[config.mk]
export PLATFORM = sky130hd
export DESIGN_NAME = spi_cmd_shifter
export DESIGN_NICKNAME = d
export VERILOG_FILES = /design/src/rtl/spi_cmd_shifter.sv
export SDC_FILE = /design/constraint.sdc
export NUM_CORES = 1
export LEC_CHECK = 0
export BUFFER_PORTS_ARGS = -buffer_cell sky130_fd_sc_hd__buf_2
export CORE_UTILIZATION = 65
export CTS_CLUSTER_DIAMETER = 40
export CTS_CLUSTER_SIZE = 14
export DETAILED_ROUTE_END_ITERATION = 7
export PLACE_DENSITY = 0.8
export SYNTH_ARGS = -nofsm -noshare
export SYNTH_HDL_FRONTEND = slang
export SYNTH_SLANG_ARGS = --single-unit
[constraint.sdc]
create_clock -name clk -period 3.9 [get_ports clk]
set_clock_uncertainty 0.1 [all_clocks]
set_input_delay 0.39 -clock clk [delete_from_list [all_inputs] [get_ports clk]]
set_output_delay 0.39 -clock clk [all_outputs]
set_load 0.01 [all_outputs]
[src/rtl/spi_cmd_shifter.sv]
module spi_cmd_shifter #(
  parameter int GAP_CLKS = 8
) (
  input  logic       clk,
  input  logic       rst_n,
  input  logic       reg_wr,
  input  logic [3:0] reg_addr,
  input  logic [7:0] reg_wdata,
  output logic [7:0] reg_rdata,
  output logic       spi_sck,
  output logic       spi_cs_n,
  output logic       spi_mosi,
  input  logic       spi_miso
);
  localparam int GW = $clog2(GAP_CLKS + 1);

  typedef enum logic [1:0] {S_IDLE, S_ZERO, S_PEND, S_RUN} st_t;

  st_t             state;
  logic [7:0]      cnt_q;
  logic [5:0][7:0] txr;
  logic [63:0]     tx_sh, rx_q;
  logic [1:0]      ph;
  logic [6:0]      bitn, len;
  logic [GW-1:0]   gap;

  wire       busy    = state != S_IDLE;
  wire       trig    = reg_wr && reg_addr == 4'd0 && reg_wdata[2];
  wire [6:0] eff_len = cnt_q > 8'd64 ? 7'd64 : cnt_q[6:0];
  wire [2:0] tx_idx  = 3'(reg_addr - 4'd2);
  wire       run     = state == S_RUN;

  assign spi_cs_n = ~run;
  assign spi_sck  = run & ph[1];
  assign spi_mosi = run & tx_sh[63];

  always_comb begin
    case (reg_addr)
      4'd0:                         reg_rdata = {5'b0, busy, 2'b0};
      4'd1:                         reg_rdata = cnt_q;
      4'd2, 4'd3, 4'd4, 4'd5, 4'd6,
      4'd7:                         reg_rdata = txr[tx_idx];
      default:                      reg_rdata = rx_q[{reg_addr[2:0], 3'b000} +: 8];
    endcase
  end

  always_ff @(posedge clk or negedge rst_n) begin
    if (!rst_n) begin
      state <= S_IDLE;
      cnt_q <= '0;
      txr   <= '0;
      tx_sh <= '0;
      rx_q  <= '0;
      ph    <= '0;
      bitn  <= '0;
      len   <= '0;
      gap   <= '0;
    end else begin
      if (reg_wr && reg_addr == 4'd1) cnt_q <= reg_wdata;
      if (reg_wr && reg_addr >= 4'd2 && reg_addr <= 4'd7) txr[tx_idx] <= reg_wdata;
      if (gap != '0) gap <= gap - 1'b1;
      case (state)
        S_IDLE: if (trig) begin
          len   <= eff_len;
          state <= (eff_len == 7'd0) ? S_ZERO : S_PEND;
        end
        S_ZERO: state <= S_IDLE;
        S_PEND: if (gap == '0) begin
          state <= S_RUN;
          ph    <= '0;
          bitn  <= '0;
          tx_sh <= {txr, 16'h0000};
        end
        S_RUN: begin
          ph <= ph + 2'd1;
          if (ph == 2'd1) rx_q <= {rx_q[62:0], spi_miso};
          if (ph == 2'd3) begin
            tx_sh <= {tx_sh[62:0], 1'b0};
            bitn  <= bitn + 7'd1;
            if (bitn == len - 7'd1) begin
              state <= S_IDLE;
              gap   <= GW'(GAP_CLKS);
            end
          end
        end
        default: state <= S_IDLE;
      endcase
    end
  end

  logic [3:0] hi_cnt;
  always_ff @(posedge clk or negedge rst_n) begin
    if (!rst_n)         hi_cnt <= 4'hf;
    else if (!spi_cs_n) hi_cnt <= '0;
    else if (hi_cnt != 4'hf) hi_cnt <= hi_cnt + 4'd1;
  end

  AST_CS_GAP: assert property (@(posedge clk) disable iff (!rst_n)
    $fell(spi_cs_n) |-> $past(hi_cnt) >= 4'(GAP_CLKS));
  AST_RX_HOLD: assert property (@(posedge clk) disable iff (!rst_n)
    !run |=> $stable(rx_q));
  AST_BUSY_TRIG: assert property (@(posedge clk) disable iff (!rst_n)
    busy && trig |=> $stable(len));
  AST_ZERO_DONE: assert property (@(posedge clk) disable iff (!rst_n)
    state == S_ZERO |=> !busy && spi_cs_n);
  AST_MOSI_LOW_SCK: assert property (@(posedge clk) disable iff (!rst_n)
    !spi_cs_n && !$stable(spi_mosi) && !$fell(spi_cs_n) |-> !spi_sck);
  AST_SCK_IDLE: assert property (@(posedge clk) disable iff (!rst_n)
    spi_cs_n |-> !spi_sck && !spi_mosi);
  AST_LEN_RANGE: assert property (@(posedge clk) disable iff (!rst_n)
    run |-> len <= 7'd64 && len != 7'd0);
endmodule

---- Yosys cells after proc, flatten, opt, wreduce, memory -nomap -nowiden ----
Cells that the tools add are included.
storage, ports and cells
  bits in registers ....................... 206
  input port bits ......................... 16
cells by class
  eq/ne operators ......................... 17
  shift-type cells ........................ 1
  reduce and logical (&&, ||, !) cells .... 19
  bitwise logic cells ..................... 3
  $lt $le $gt $ge ......................... 5
  add/sub/neg operators ................... 5
  mux-type cells .......................... 25
operators with widths
  cell                   count
  $mux W64               2
  $pmux W64 S2           1
  $shiftx A64 B7 Y8      1
  $bwmux W48             1
  $bmux W8 S3            1
  $demux W8 S3           1
  $pmux W8 S3            1
  $mux W7                3
  $eq A4 B3 Y1 const B   4
  $mux W4                4
  $mux W8                2
  $pmux W7 S2            1
  $mux W2                6
  $eq A4 B2 Y1 const B   2
  $gt A8 B7 Y1 const B   1
  $logic_not A4 Y1       2
  $pmux W2 S4            1
  $add A7 B1 Y7 const B  1
  $eq A7 B7 Y1           1
  $logic_not A7 Y1       1
  $sub A7 B1 Y7 const B  1
  $eq A2 B2 Y1 const B   3
  $logic_and A1 B1 Y1    6
  $reduce_and A2 Y1      3
  20 further kinds       25

---- Depth between registers and ports, before layout ----
  depth in word-level cells ............... 6
  gate-level depth with buffers ........... 10

---- Worst setup path after synthesis ----
Ideal clock, no wire load.
  path type ............................... input to output
  start ................................... input reg_addr[1]
  end ..................................... output reg_rdata[0]
  arrival time ............................ 2.026 ns
  setup slack ............................. 1.384 ns
  stages on the path ...................... 10
  path through ............................ buf_4 -> buf_2 -> inv_1 -> ha_1 -> inv_1 -> clkbuf_1 -> nand2_1 -> o21ai_0 -> a221oi_1 -> a31oi_1
between the ends
  longest elaborated chain between the ends .. 4
  elaborated cells between the ends (all ways) .. 14
  those cells by class .................... add/sub (1); eq/ne (7); shift (1); mux (3); reduce/logical (2)
ends and longest elaborated chain
  what                           RTL line  text
  start, declared                7         input logic [3:0] reg_addr,
  $sub A3 B2 Y3                  30        wire [2:0] tx_idx = 3'(reg_addr - 4'd2);
  $bmux W8 S3                    42        4'd7: reg_rdata = txr[tx_idx];
  $mux W8 (not written as such)  42
  $pmux W8 S3 (*)                38        case (reg_addr)
  end, declared                  9         output logic [7:0] reg_rdata,
Every way passes the cells marked *; elsewhere a longest branch is shown, timed or not. The select of a mux whose other input is x is not followed.

---- Final worst setup path ----
  start ................................... input reg_addr[1]
  end ..................................... output reg_rdata[7]
The elaborated chain is that of the path after synthesis.

==> impl_metrics.json <==
{
  "fmaxAchievable_mhz": 314,
  "synth_top_cell_by_area": "dfrtp_1",
  "portBuffers": 26,
  "synth_area_leaders": "dfrtp_1, mux2_2, mux2i_1, mux4_2, nand2_1",
  "drc": 0,
  "synth_edf_count": 0,
  "hold-worst-slack_ns": -0.0248,
  "hp-class": "in -> async",
  "ys_ff_latch": 190,
  "synth_ff_type": "dfrtp_1",
  "ys_async_sr_fraction_pct": 100,
  "synth_common_cells": "dfrtp_1, mux2_2, nand2_1, o21ai_0, mux2i_1",
  "ios": 27,
  "vias": 5812,
  "cts_tree": "built",
  "fin_crit_sh_pct": 81.7,
  "arrival_ns": 2.70,
  "core_area_um2": 13300,
  "fin_ws_ns": 0.713,
  "track_usage_pct": 30.4,
  "worst_pin_slew_ns": 1.09,
  "slew_headroom_pct": 26.9,
  "setup_viol": 0,
  "die_w_um": 119,
  "synth_area_um2": 8950,
  "clk_path_buf_depth": 2,
  "cts_setup_buffers": 0,
  "end_kind": "output pin",
  "cp-start-kind": "input pin",
  "post-route-min-period_ns": 3.19,
  "fin_cells": 927,
  "postCtsHoldBufs": 0,
  "start_util_pct": 67.1,
  "violations": "negative hold slack",
  "yosysTopAreaCellShare_pct": 53.1,
  "critPathKind": "in -> out",
  "netlist_instances": 726,
  "wl_um": 19800,
  "place_inst": 893,
  "ys.warnings.count": 0,
  "clock_sinks": 190,
  "synthesis.nets": 750,
  "outcome": "finished with violations",
  "synth_most_common_cell": "dfrtp_1",
  "maxSlewViolCount": 0,
  "globalplace.congestion": 0.909,
  "drt_iter0_drc": 419,
  "maxCapViolCount": 0,
  "first_pass_iters": 4,
  "synth-adder-area-share_pct": 1.12,
  "routedWlPerCell_um": 21.4,
  "ir_drop_mv": 0.402,
  "area_delta_synth_final_pct": 9.48,
  "grt_pass1_vias": 6040,
  "grt_pass1_wl_um": 32600,
  "powerDensity_nw_per_um2": 580,
  "cts_root_buf": "clkbuf_16",
  "hold_violations": 22,
  "synth_top_family_by_area": "multiplexers",
  "cts-buffers-inserted": 17,
  "die_y_um": 119,
  "fp-row-count": 42,
  "synthXorXnorAreaFrac_pct": 1.17,
  "p_leak_uw": 0.00478,
  "gr-total-overflow": 0,
  "rsz0062_at_grt": "no",
  "grt_max_degree": 108,
  "synth_mux_area_share_pct": 27.3,
  "antenna_found_initial": 1,
  "dpl.hpwl_um": 13400,
  "utilization_pct": 73.4,
  "postRouteAntennaNets": 0,
  "clk_pin_slew_worst_paths_ns": 0.06,
  "dieArea_um2": 14200,
  "synth_compound_area_share_pct": 6.75,
  "syn_avg_cell_area_um2": 12.3,
  "nNetsFinal": 760,
  "avgViaCountPerCell": 6.27,
  "h-tree-depth": 4,
  "clk_latency_ns": 0.43,
  "yosys.area_share.simple_pct": 8.06,
  "tns_ns": 0,
  "ctsResizeCount": 0,
  "ys_seq_area_share_pct": 53.1,
  "critPathMaxFanout": 32,
  "dp_slack_ns": 0.752,
  "drive_gt1_share_pct": 28.8,
  "synth_cell_type_count": 52,
  "cp.required_ns": 3.41
}
critical path, cell delays in order:
cell      delay [ns]
buf_2           0.60
inv_1           0.15
ha_1            0.38
inv_1           0.30
o21ai_0         0.18
a221oi_1        0.44
a31oi_1         0.08
buf_2           0.16
layout by cell type, fill, tap and decap left out, types with 6 or more instances in the layout:
cell and instances:
ha_1 8, nand2_1 94, a31oi_1 9, dfrtp_1 190, o21ai_0 67, a21oi_1 9, mux4_2 24, xnor2_1 10
mux2_2 120, inv_1 10, mux2i_1 55, buf_2 25, clkbuf_16 17, a221oi_1 7, nand3_1 11, nor2_1 15
buf_4 6
power breakdown:
group          internal (µW)  switching (µW)
logic                    588             665
clock network            965             741
registers               2360             366
total                   3910            1770
routing by layer:
metal  wire length, µm  track usage [%]  up-vias
met5                 0                0        -
met4               569             12.7        0
met3               649             4.74       46
met2              9840             49.0      117
met1              8740             41.7     3006
li1                  -                -     2643
state kept, by name, summed over array words and instances, names as in the netlist:
name and count:
tx_sh 48, ph 2, len 7, bitn 7, gap 4, state 2, rx_q 64, txr 48
cnt_q 8
cell families after synthesis:
| logic type | after synthesis |
|---|---|
| buffers and inverters | 53 |
| flip-flops | 190 |
| adder cells (fa/ha/maj) | 8 |
| AO/OA/AOI/OAI | 106 |
| XOR/XNOR | 12 |
| AND/OR/NAND/NOR | 158 |
| multiplexers | 199 |
metrics by stage:
step | instance area (µm²) | power (µW) | hold slack [ns]
detailed placement | 9210 | 3990 | 0.370
floorplan | 8950 | 3560 | -0.00559
CTS | 9800 | 5700 | 0.00186
global placement | 9210 | 3900 | 0.361
finish | 9800 | 5680 | -0.0248
global route | 9800 | 5970 | 0.0421
final timing paths:
kind                                    endpoint                   from  cells past startpoint  slack [ns]
max in group asynchronous    txr[15]$_DFFE_PN0P_                  rst_n                      2        2.84
min                          bitn[5]$_DFFE_PN0P_                  rst_n                      1       -0.02
max reg2reg                 rx_q[20]$_DFFE_PN0P_   state[1]$_DFFE_PN0P_                      3        1.30
max                                 reg_rdata[7]            reg_addr[1]                      8        0.71
min in group clk             rx_q[0]$_DFFE_PN0P_               spi_miso                      2        0.10
min reg2reg                tx_sh[37]$_DFFE_PN0P_  tx_sh[37]$_DFFE_PN0P_                      2        0.38
final cells by class:
class,instances,area (µm²)
Sequential cell,190,4750
Multi-Input combinational cell,483,3990
Fill cell,885,3550
Clock buffer,20,447
Tap cell,176,220
Timing Repair Buffer,33,204
Clock inverter,12,136
Inverter,11,41.3
Antenna cell,2,5.00
No activity file was read; power rests on OpenSTA's default activity.
